**src/rtl/clkdiv_pkg.sv**
```systemverilog
package clkdiv_pkg;
  localparam int ADDR_W     = 12;
  localparam int DATA_W     = 32;
  localparam int DIV_W      = 4;
  localparam int DIV_LSB    = 8;
  localparam int LOAD_BIT   = 16;
  localparam int EN_BIT     = 0;
  localparam int NUM_ROOT   = 4;
  localparam int CTL_STRIDE = 4;
  localparam int ROOT_UART  = 0;
  localparam int ROOT_I2C   = 1;
  localparam int ROOT_GMAC  = 2;
  localparam int ROOT_SPI   = 3;
  localparam logic [ADDR_W-1:0] CTL_BASE  = 12'h220;
  localparam logic [ADDR_W-1:0] PERI_ADDR = 12'h270;

  function automatic logic [ADDR_W-1:0] ctl_addr(input int k);
    return CTL_BASE + ADDR_W'(CTL_STRIDE * k);
  endfunction
endpackage

```
**src/rtl/clkdiv_regs.sv**
```systemverilog
module clkdiv_regs
  import clkdiv_pkg::*;
#(
  parameter int PERI_W = 10
) (
  input  logic                clk,
  input  logic                rst,
  input  logic [ADDR_W-1:0]   addr,
  input  logic [DATA_W-1:0]   wdata,
  input  logic                we,
  output logic [DATA_W-1:0]   rdata,
  output logic [NUM_ROOT-1:0] en_sh,
  output logic [NUM_ROOT-1:0] ld_stb,
  output logic [DIV_W-1:0]    ld_val,
  output logic [PERI_W-1:0]   peri_sh
);
  logic [DIV_W-1:0]    div_sh [NUM_ROOT];
  logic [NUM_ROOT-1:0] hit;
  logic                peri_hit;
  logic [DATA_W-1:0]   rd_nx;
  logic                unused_wdata;

  assign unused_wdata = ^wdata;
  assign peri_hit     = (addr == PERI_ADDR);
  assign ld_val       = wdata[DIV_LSB +: DIV_W];

  always_comb begin
    for (int k = 0; k < NUM_ROOT; k++) begin
      hit[k]    = (addr == ctl_addr(k));
      ld_stb[k] = we & hit[k] & wdata[LOAD_BIT];
    end
  end

  always_ff @(posedge clk) begin
    if (rst) begin
      for (int k = 0; k < NUM_ROOT; k++) begin
        div_sh[k] <= DIV_W'(1);
      end
      en_sh   <= '0;
      peri_sh <= '0;
    end else begin
      for (int k = 0; k < NUM_ROOT; k++) begin
        if (we && hit[k]) begin
          div_sh[k] <= wdata[DIV_LSB +: DIV_W];
          en_sh[k]  <= wdata[EN_BIT];
        end
      end
      if (we && peri_hit) peri_sh <= wdata[PERI_W-1:0];
    end
  end

  always_comb begin
    rd_nx = '0;
    for (int k = 0; k < NUM_ROOT; k++) begin
      if (hit[k]) begin
        rd_nx[DIV_LSB +: DIV_W] = div_sh[k];
        rd_nx[EN_BIT]           = en_sh[k];
      end
    end
    if (peri_hit) rd_nx[PERI_W-1:0] = peri_sh;
  end

  always_ff @(posedge clk) begin
    if (rst) rdata <= '0;
    else     rdata <= rd_nx;
  end
endmodule

```
**src/rtl/clkdiv_lane.sv**
```systemverilog
module clkdiv_lane #(
  parameter int DIV_W = 4
) (
  input  logic             clk,
  input  logic             rst,
  input  logic             en_sh,
  input  logic             ld_stb,
  input  logic [DIV_W-1:0] ld_val,
  output logic             tick,
  output logic             bound,
  output logic             live
);
  logic [DIV_W-1:0] cnt;
  logic [DIV_W-1:0] act;
  logic [DIV_W-1:0] pval;
  logic             pend;

  // act is never 0, so this marks the last cycle of the period
  assign bound = (cnt == act - DIV_W'(1));

  always_ff @(posedge clk) begin
    if (rst) begin
      cnt  <= '0;
      act  <= DIV_W'(1);
      pval <= DIV_W'(1);
      pend <= 1'b0;
      live <= 1'b0;
      tick <= 1'b0;
    end else begin
      tick <= live & bound;
      if (ld_stb) begin
        pend <= 1'b1;
        pval <= ld_val;
      end else if (bound) begin
        pend <= 1'b0;
      end
      if (bound) begin
        cnt  <= '0;
        live <= en_sh;
        if (pend) act <= (pval == '0) ? DIV_W'(1) : pval;
      end else begin
        cnt <= cnt + DIV_W'(1);
      end
    end
  end
endmodule

```
**src/rtl/clkdiv_gate.sv**
```systemverilog
module clkdiv_gate #(
  parameter int NUM = 4
) (
  input  logic           clk,
  input  logic           rst,
  input  logic           bound,
  input  logic           live,
  input  logic [NUM-1:0] en_sh,
  output logic [NUM-1:0] tick
);
  logic [NUM-1:0] act;

  always_ff @(posedge clk) begin
    if (rst) begin
      act  <= '0;
      tick <= '0;
    end else begin
      tick <= act & {NUM{live & bound}};
      if (bound) act <= en_sh;
    end
  end
endmodule

```
**src/rtl/clkdiv_bank.sv**
```systemverilog
module clkdiv_bank
  import clkdiv_pkg::*;
#(
  parameter int NUM_UART = 4,
  parameter int NUM_I2C  = 4,
  parameter int NUM_SPI  = 2
) (
  input  logic                clk,
  input  logic                rst,
  input  logic [ADDR_W-1:0]   bus_addr,
  input  logic [DATA_W-1:0]   bus_wdata,
  input  logic                bus_we,
  output logic [DATA_W-1:0]   bus_rdata,
  output logic [NUM_ROOT-1:0] root_tick,
  output logic [NUM_UART-1:0] uart_tick,
  output logic [NUM_I2C-1:0]  i2c_tick,
  output logic [NUM_SPI-1:0]  spi_tick
);
  localparam int PERI_W  = NUM_UART + NUM_I2C + NUM_SPI;
  localparam int I2C_LSB = NUM_UART;
  localparam int SPI_LSB = NUM_UART + NUM_I2C;

  logic [NUM_ROOT-1:0] en_sh, ld_stb, bound, live;
  logic [DIV_W-1:0]    ld_val;
  logic [PERI_W-1:0]   peri_sh;

  clkdiv_regs #(.PERI_W(PERI_W)) u_regs (
    .clk(clk), .rst(rst), .addr(bus_addr), .wdata(bus_wdata), .we(bus_we),
    .rdata(bus_rdata), .en_sh(en_sh), .ld_stb(ld_stb), .ld_val(ld_val),
    .peri_sh(peri_sh)
  );

  for (genvar k = 0; k < NUM_ROOT; k++) begin : g_lane
    clkdiv_lane #(.DIV_W(DIV_W)) u_lane (
      .clk(clk), .rst(rst), .en_sh(en_sh[k]), .ld_stb(ld_stb[k]),
      .ld_val(ld_val), .tick(root_tick[k]), .bound(bound[k]), .live(live[k])
    );
  end

  clkdiv_gate #(.NUM(NUM_UART)) u_uart_gate (
    .clk(clk), .rst(rst), .bound(bound[ROOT_UART]), .live(live[ROOT_UART]),
    .en_sh(peri_sh[NUM_UART-1:0]), .tick(uart_tick)
  );

  clkdiv_gate #(.NUM(NUM_I2C)) u_i2c_gate (
    .clk(clk), .rst(rst), .bound(bound[ROOT_I2C]), .live(live[ROOT_I2C]),
    .en_sh(peri_sh[I2C_LSB +: NUM_I2C]), .tick(i2c_tick)
  );

  clkdiv_gate #(.NUM(NUM_SPI)) u_spi_gate (
    .clk(clk), .rst(rst), .bound(bound[ROOT_SPI]), .live(live[ROOT_SPI]),
    .en_sh(peri_sh[SPI_LSB +: NUM_SPI]), .tick(spi_tick)
  );
endmodule

```
**config.mk**
```make
export PLATFORM = sky130hd
export DESIGN_NAME = clkdiv_bank
export DESIGN_NICKNAME = d
export VERILOG_FILES = /design/src/rtl/clkdiv_pkg.sv /design/src/rtl/clkdiv_regs.sv /design/src/rtl/clkdiv_lane.sv /design/src/rtl/clkdiv_gate.sv /design/src/rtl/clkdiv_bank.sv
export SDC_FILE = /design/constraint.sdc
export NUM_CORES = 1
export LEC_CHECK = 0
export CORE_MARGIN = 2
export CORE_UTILIZATION = 48
export DETAILED_ROUTE_END_ITERATION = 10
export GPL_TIMING_DRIVEN = 1
export PLACE_DENSITY = 0.79
export SLEW_MARGIN = 20
export SYNTH_ARGS = -nofsm -noshare
export SYNTH_HDL_FRONTEND = slang
export SYNTH_SLANG_ARGS = --single-unit
```
**constraint.sdc**
```tcl
create_clock -name clk -period 1.7 [get_ports clk]
set_clock_uncertainty 0.05 [all_clocks]
set_input_delay 0.34 -clock clk [delete_from_list [all_inputs] [get_ports clk]]
set_output_delay 0.34 -clock clk [all_outputs]
set_load 0.01 [all_outputs]
```
==> results.sh, run 1 <==
export IMPL_outcome="finished clean"
export IMPL_gr_total_overflow=0
export IMPL_clock_latency_ns=0.53
export IMPL_antenna_cells=0
export IMPL_vdd_ir_drop_max_uv=670
export IMPL_yosys_warnings=0
export IMPL_met2WireLength_um=5950
export IMPL_cp_start_kind="flip-flop"
export IMPL_path_clk_slew_ns=0.06
export IMPL_drt_wirelength_per_cell_um=15.4
export IMPL_finalSetupViolations=0
export IMPL_grt_max_degree=21
export IMPL_dieArea_um2=11900
export IMPL_groute_usage_overall_pct=20.8
export IMPL_synth_cells=512
export IMPL_critPathKind="reg2reg"
export IMPL_first_pass_iters=4
export IMPL_dp_hpwl_um=8190
export IMPL_drtAntennaViolNets=0
export IMPL_max_cap_violations=0
export IMPL_start_util_pct=49.2
export IMPL_gp_congestion=0.782
export IMPL_ios=93
export IMPL_io_buffer_count=53
export IMPL_clock_sinks=122
export IMPL_synth_avg_cell_area_um2=10.4
export IMPL_top_layer_used="met4"
export IMPL_drtIter0Drc=198
export IMPL_drc=0
export IMPL_wirelength_um=11700
export IMPL_hold_violations=0
export IMPL_cp_data_required_time_ns=2.10
export IMPL_vias=3820
export IMPL_crit_path_end_kind="flip-flop"
export IMPL_die_height_um=109
export IMPL_hp_class="in2reg"
export IMPL_die_w_um=109
export IMPL_clockRootBuffer="clkbuf_8"
export IMPL_synth_cell_area_um2=5310
export IMPL_cp_arrival_ns=2.09
export IMPL_fin_crit_sh_pct=98.9
export IMPL_cts_buffer_depth=2
export IMPL_drt_met1_wl_um=5010
export IMPL_powerDensity_nw_per_um2=964
export IMPL_leakage_nw=2.98
export IMPL_synth_seq_area_share_pct=49.0
export IMPL_totalPowerFinal_mw=6.66
export IMPL_drv_slew=0
export IMPL_synth_cell_types=38
export IMPL_grt_pass1_wl_um=18600
export IMPL_core_um2=10800
export IMPL_row_count=38
export IMPL_numCtsBuffers=17
export IMPL_rsz0062_at_grt="yes"
export IMPL_vias_per_cell=5.01
export IMPL_met3_length_um=461
export IMPL_htree_levels=4
export IMPL_cts_tree="yes"
export IMPL_area_growth_pct=30.3
export IMPL_num_fill_cells=793
export IMPL_antenna_found_initial=0
export IMPL_worstPathMaxFanout=4
export IMPL_layout_drive_gt1_share_pct=21.7
export IMPL_tns_ns=0
export IMPL_layout_nets=664
export IMPL_first_global_vias=3838
export IMPL_finalCriticalPeriod_ns=1.68
export IMPL_timing_fmax_ghz=0.594
export IMPL_synth_seq_cells=122
-- through the flow --
| stage | hold WS [ns] | setup WS, ns | area (µm²) | instances | utilization (%) |
|---|---|---|---|---|---|
| floorplan | 0.381 | 0.00994 | 5430 | 531 | - |
| global placement | 0.395 | -0.367 | 6220 | 726 | 57.6 |
| detailed placement | 0.396 | -0.391 | 6220 | 726 | 57.6 |
| CTS | 0.150 | 0.000105 | 6800 | 759 | 63.0 |
| global route | 0.161 | -0.111 | 6920 | 762 | 64.1 |
| finish | 0.149 | 0.0179 | 6920 | 762 | 64.1 |
-- synthesized netlist by cell type (all sizes together) --
| cell | instances | share of area [%] |
|---|---|---|
| ha | 8 | 1.9 |
| nor2b | 5 | 0.59 |
| xnor3 | 3 | 1.3 |
| and2 | 19 | 2.2 |
| mux2i | 46 | 8.7 |
| and4 | 1 | 0.17 |
| o21ai | 3 | 0.28 |
| xor2 | 12 | 2.0 |
| nor3b | 4 | 0.57 |
| mux4 | 5 | 2.1 |
| and3 | 3 | 0.35 |
| nand2 | 17 | 1.2 |
| nand4 | 5 | 1.1 |
| a21oi | 13 | 1.2 |
| a211o | 4 | 0.66 |
| dfxtp | 106 | 40 |
| nor4b | 2 | 0.90 |
| nor2 | 42 | 3.1 |
| nor3 | 30 | 3.2 |
| o22ai | 1 | 0.12 |
| clkbuf | 17 | 1.2 |
| and3b | 2 | 0.33 |
| xnor2 | 14 | 2.3 |
| nor4bb | 1 | 0.19 |
| buf | 31 | 4.4 |
| a22oi | 3 | 0.42 |
| conb | 1 | 0.071 |
| nand3 | 26 | 2.5 |
| and4bb | 1 | 0.24 |
| and2b | 1 | 0.14 |
| nand2b | 56 | 6.6 |
| edfxtp | 16 | 9.1 |
| inv | 14 | 0.99 |
-- what timing repair did --
item / 4_1_cts / 5_1_grt
pin swaps: 5 / 8
hold buffers: 0 / 0
resized for setup: 35 / 19
endpoints found under the setup margin: 40 / 43
buffers inserted: 1 / 3
-- worst paths after layout --
check	from	end	slack [ns]	depth (start not counted)
worst max-delay path	g_lane[0].u_lane.act[1]$_SDFFE_PP0P_	g_lane[0].u_lane.act[3]$_SDFFE_PP0P_	0.02	7
worst min-delay path	rst	g_lane[2].u_lane.pval[3]$_SDFFE_PP0P_	0.15	2
worst max register to register	g_lane[0].u_lane.act[1]$_SDFFE_PP0P_	g_lane[0].u_lane.act[3]$_SDFFE_PP0P_	0.02	7
worst min register to register	u_i2c_gate.act[3]$_SDFFE_PP0N_	u_i2c_gate.tick[3]$_SDFF_PP0_	0.41	1
-- power by group --
part / internal (mW) / leakage [nW] / switching [mW]
combinational: 0.141 / 1.69 / 0.138
sequential: 2.94 / 1.01 / 0.00760
clock: 2.21 / 0.286 / 1.23
-- cell type report --
| type | count | area (µm²) | share of cell area, % |
|---|---|---|---|
| clock inverters | 6 | 57.6 | 0.832 |
| inverters | 14 | 52.6 | 0.760 |
| clock buffers | 26 | 519 | 7.51 |
| well taps | 140 | 175 | 2.53 |
| multi-input cells | 347 | 2590 | 37.4 |
| repair buffers | 107 | 911 | 13.2 |
| flip-flops and latches | 122 | 2610 | 37.8 |
-- layout by cell type (no fill, tap or decap), types with 5 or more instances in the layout --
cell | synthesis | final
dfxtp_1 | 106 | 99
buf_4 | 26 | 53
nand2b_1 | 56 | 52
mux2i_1 | 46 | 46
nor2_1 | 39 | 39
clkdlybuf4s50_1 | 0 | 26
dlygate4sd2_1 | 0 | 26
nor3_1 | 26 | 24
conb_1 | 1 | 20
and2_1 | 19 | 19
nand3_1 | 26 | 19
nand2_1 | 17 | 17
clkbuf_16 | 0 | 17
edfxtp_1 | 16 | 16
a21oi_1 | 13 | 13
inv_1 | 14 | 11
xnor2_1 | 14 | 11
xor2_1 | 12 | 9
dfxtp_2 | 0 | 7
nand3_2 | 0 | 6
nor3_2 | 4 | 6
clkbuf_8 | 0 | 6
nor2b_1 | 5 | 5
mux4_2 | 5 | 5
ha_1 | 8 | 5
-- critical path: stages (launching register included) --
cell and delay (ns):
dfxtp_2 0.35, inv_2 0.05, ha_4 0.26, xor2_2 0.15
nand3_2 0.16, nor3_2 0.22, buf_4 0.17, mux2i_1 0.19
-- metal layers --
metal  vias up  global-route usage (%)
met5         -                       0
met4         0                    10.1
met3        21                    5.32
met2        83                    35.0
met1      1843                    24.6
li1       1873                       -
-- cells by family after synthesis --
family | after synthesis | synth area share, %
xor+xnor | 29 | 5.56
other cells | 1 | 0.0707
compound gates | 24 | 2.71
fa+ha+maj | 8 | 1.89
mux | 51 | 10.8
simple gates | 215 | 23.3
buf+inv | 62 | 6.58
flops | 122 | 49.0
-- sequential cells by signal, indices dropped and copies added, names as in the netlist, 10 cells and up --
register,count
g_lane.u_lane.act,16
g_lane.u_lane.cnt,16
g_lane.u_lane.pval,16
u_regs.div_sh,16
u_regs.rdata,12
u_regs.peri_sh,10
Power figures use the tool's default switching activity.
==> run 2: changes to the inputs <==
--- a/config.mk
+++ b/config.mk
@@ -6,10 +6,10 @@
 export NUM_CORES = 1
 export LEC_CHECK = 0
 export CORE_MARGIN = 2
-export CORE_UTILIZATION = 48
+export CORE_UTILIZATION = 57
 export DETAILED_ROUTE_END_ITERATION = 10
 export GPL_TIMING_DRIVEN = 1
-export PLACE_DENSITY = 0.79
+export PLACE_DENSITY_LB_ADDON = 0.2
 export SLEW_MARGIN = 20
 export SYNTH_ARGS = -nofsm -noshare
 export SYNTH_HDL_FRONTEND = slang
==> constraint.sdc (replaced) <==
create_clock -name clk -period 2 [get_ports clk]
set_clock_uncertainty 0.05 [all_clocks]
set_input_delay 0.4 -clock clk [delete_from_list [all_inputs] [get_ports clk]]
set_output_delay 0.4 -clock clk [all_outputs]
set_load 0.01 [all_outputs]
==> run 2 against run 1 <==
  * Setup slack improved by 0.098 ns
  * Critical path depth did not move
  * Cell area fell by 4.7%
  * Sequential power fell by 15%
  * Register-to-register slack improved by 0.098 ns
  * Final cell count fell by 5.9%
  * Via count fell by 3.1%
  * Total power fell by 19%
  * Die area fell by 15%
  * Largest power group unchanged
==> results.sh, run 2 (synthesis gave the netlist of run 1 again) <==
export IMPL_p_int_mw=4.23
export IMPL_area_growth_pct=24.2
export IMPL_cts_tree="yes"
export IMPL_antenna_found_initial=0
export IMPL_post_cts_buffers=0
export IMPL_drv_slew=0
export IMPL_dp_hpwl_um=7230
export IMPL_p_comb_share_pct=4.1
export IMPL_drtIter0Drc=128
export IMPL_power_frac_seq_pct=46.4
export IMPL_gp_congestion=0.768
export IMPL_layout_drive_gt1_share_pct=14.7
export IMPL_hold_path_startpoint="rst"
export IMPL_hold_buffers=0
export IMPL_layout_nets=649
export IMPL_cts_buffer_depth=2
export IMPL_placed_cells=686
export IMPL_p_sw_share_pct=21.6
export IMPL_layout_cells_non_filler=717
export IMPL_path_clk_slew_ns=0.06
export IMPL_clkPwrFrac_pct=49.5
export IMPL_r2r_end="u_i2c_gate.act[1]$_SDFFE_PP0N_"
export IMPL_first_pass_iters=4
export IMPL_io_buffer_count=53
export IMPL_cp_data_required_time_ns=2.38
export IMPL_drc=0
export IMPL_hold_end="g_lane[2].u_lane.pval[3]$_SDFFE_PP0P_"
export IMPL_worst_pin_slew_ns=0.559
export IMPL_row_count=35
export IMPL_drt_wirelength_per_cell_um=14.3
export IMPL_fin_crit_sh_pct=94.2
export IMPL_num_fill_cells=663
export IMPL_wirelength_um=10200
export IMPL_groute_usage_overall_pct=21.9
export IMPL_drtAntennaViolNets=0
export IMPL_layout_common_cells="dfxtp_1 (106), nand2b_1 (56), clkdlybuf4s50_1 (52)"
export IMPL_clock_sinks=122
export IMPL_timing_fmax_ghz=0.531
export IMPL_cts_resized=0
export IMPL_htree_levels=4
export IMPL_core_um2=9150
export IMPL_die_height_um=100
export IMPL_vias=3700
export IMPL_grt_max_degree=33
export IMPL_reg2reg_slack_ns=0.12
export IMPL_worstPathMaxFanout=7
export IMPL_cp_start_kind="flip-flop"
export IMPL_rr_startpoint="g_lane[1].u_lane.act[0]$_SDFFE_PP1P_"
export IMPL_fin_util_pct=72.0
export IMPL_max_cap_violations=0
export IMPL_antenna_cells=0
export IMPL_layout_commonest_cell="dfxtp_1"
export IMPL_cp_arrival_ns=2.27
export IMPL_start_util_pct=58.0
export IMPL_first_global_vias=3758
export IMPL_ios=93
export IMPL_vias_per_cell=5.16
export IMPL_crit_path_end_kind="flip-flop"
export IMPL_numCtsBuffers=17
export IMPL_outcome="finished clean"
export IMPL_powerDensity_nw_per_um2=819
export IMPL_hp_class="in2reg"
export IMPL_vdd_ir_drop_max_uv=533
export IMPL_die_w_um=100
export IMPL_hold_violations=0
export IMPL_gr_total_overflow=0
export IMPL_hold_path_depth=2
export IMPL_grt_pass1_wl_um=17100
export IMPL_critPathKind="reg2reg"
export IMPL_finalSetupViolations=0
export IMPL_clock_latency_ns=0.51
export IMPL_leakage_nw=2.68
export IMPL_p_switching_mw=1.16
export IMPL_maxSlewHeadroom_pct=62.5
export IMPL_finalCriticalPeriod_ns=1.88
export IMPL_ff2ff_path_depth=7
export IMPL_clockRootBuffer="clkbuf_8"
export IMPL_dieArea_um2=10100
-- run 2: layer usage --
metal	track usage (%)	vias up	wire, µm
met5	0	-	0
met4	7.17	0	125
li1	-	1855	-
met2	36.4	82	5170
met3	7.21	13	455
met1	27.1	1750	4470
-- run 2: through the flow --
step / instance area [µm²] / hold WS (ns) / setup WS (ns) / power, mW / setup TNS (ns)
3_5_place_dp: 6050 / 0.393 / -0.206 / 2.78 / -9.22
3_3_place_gp: 6050 / 0.395 / -0.171 / 2.77 / -6.50
4_1_cts: 6570 / 0.265 / 0.117 / 5.44 / 0
6_report: 6590 / 0.291 / 0.116 / 5.40 / 0
5_1_grt: 6590 / 0.286 / -0.0502 / 5.59 / -0.127
2_1_floorplan: 5380 / 0.381 / 0.209 / 2.69 / 0
-- run 2: power groups by stage --
stage | clock network (mW) | logic, mW | registers [mW]
floorplan | 0 | 0.142 | 2.55
global placement | 0 | 0.220 | 2.55
detailed placement | 0 | 0.222 | 2.55
CTS | 2.72 | 0.223 | 2.50
global route | 2.84 | 0.240 | 2.50
finish | 2.67 | 0.224 | 2.50
-- run 2: how the worst max path moves through the flow --
stage / start / endpoint / slack [ns] / depth (start not counted)
after floorplan: bus_addr[1] / u_regs.div_sh[2][0]$_SDFFCE_PN1P_ / 0.21 / 5
after global placement: bus_addr[8] / u_regs.div_sh[1][3]$_SDFFCE_PN0P_ / -0.17 / 5
after detailed placement: bus_addr[8] / u_regs.div_sh[1][1]$_SDFFCE_PN0P_ / -0.21 / 5
after CTS: g_lane[1].u_lane.act[0]$_SDFFE_PP1P_ / g_lane[1].u_lane.act[0]$_SDFFE_PP1P_ / 0.12 / 6
after global routing: g_lane[1].u_lane.act[0]$_SDFFE_PP1P_ / u_i2c_gate.act[1]$_SDFFE_PP0N_ / -0.05 / 7
final: g_lane[1].u_lane.act[0]$_SDFFE_PP1P_ / u_i2c_gate.act[1]$_SDFFE_PP0N_ / 0.12 / 7
-- run 2: critical path, stage by stage (launching register included) --
cell and delay [ns]:
dfxtp_1 0.41, inv_1 0.07, ha_1 0.30, xor2_1 0.23, nand3_2 0.20, nor2_4 0.18, buf_4 0.18, mux2i_1 0.20
-- run 2: layout make-up --
class	instances	area [µm²]	share of cell area (%)
Sequential cell	122	2600	39.5
Multi-Input combinational cell	347	2440	37.1
Timing Repair Buffer	92	831	12.6
Clock buffer	18	418	6.34
Tap cell	111	139	2.11
Clock inverter	13	105	1.59
Inverter	14	52.6	0.797
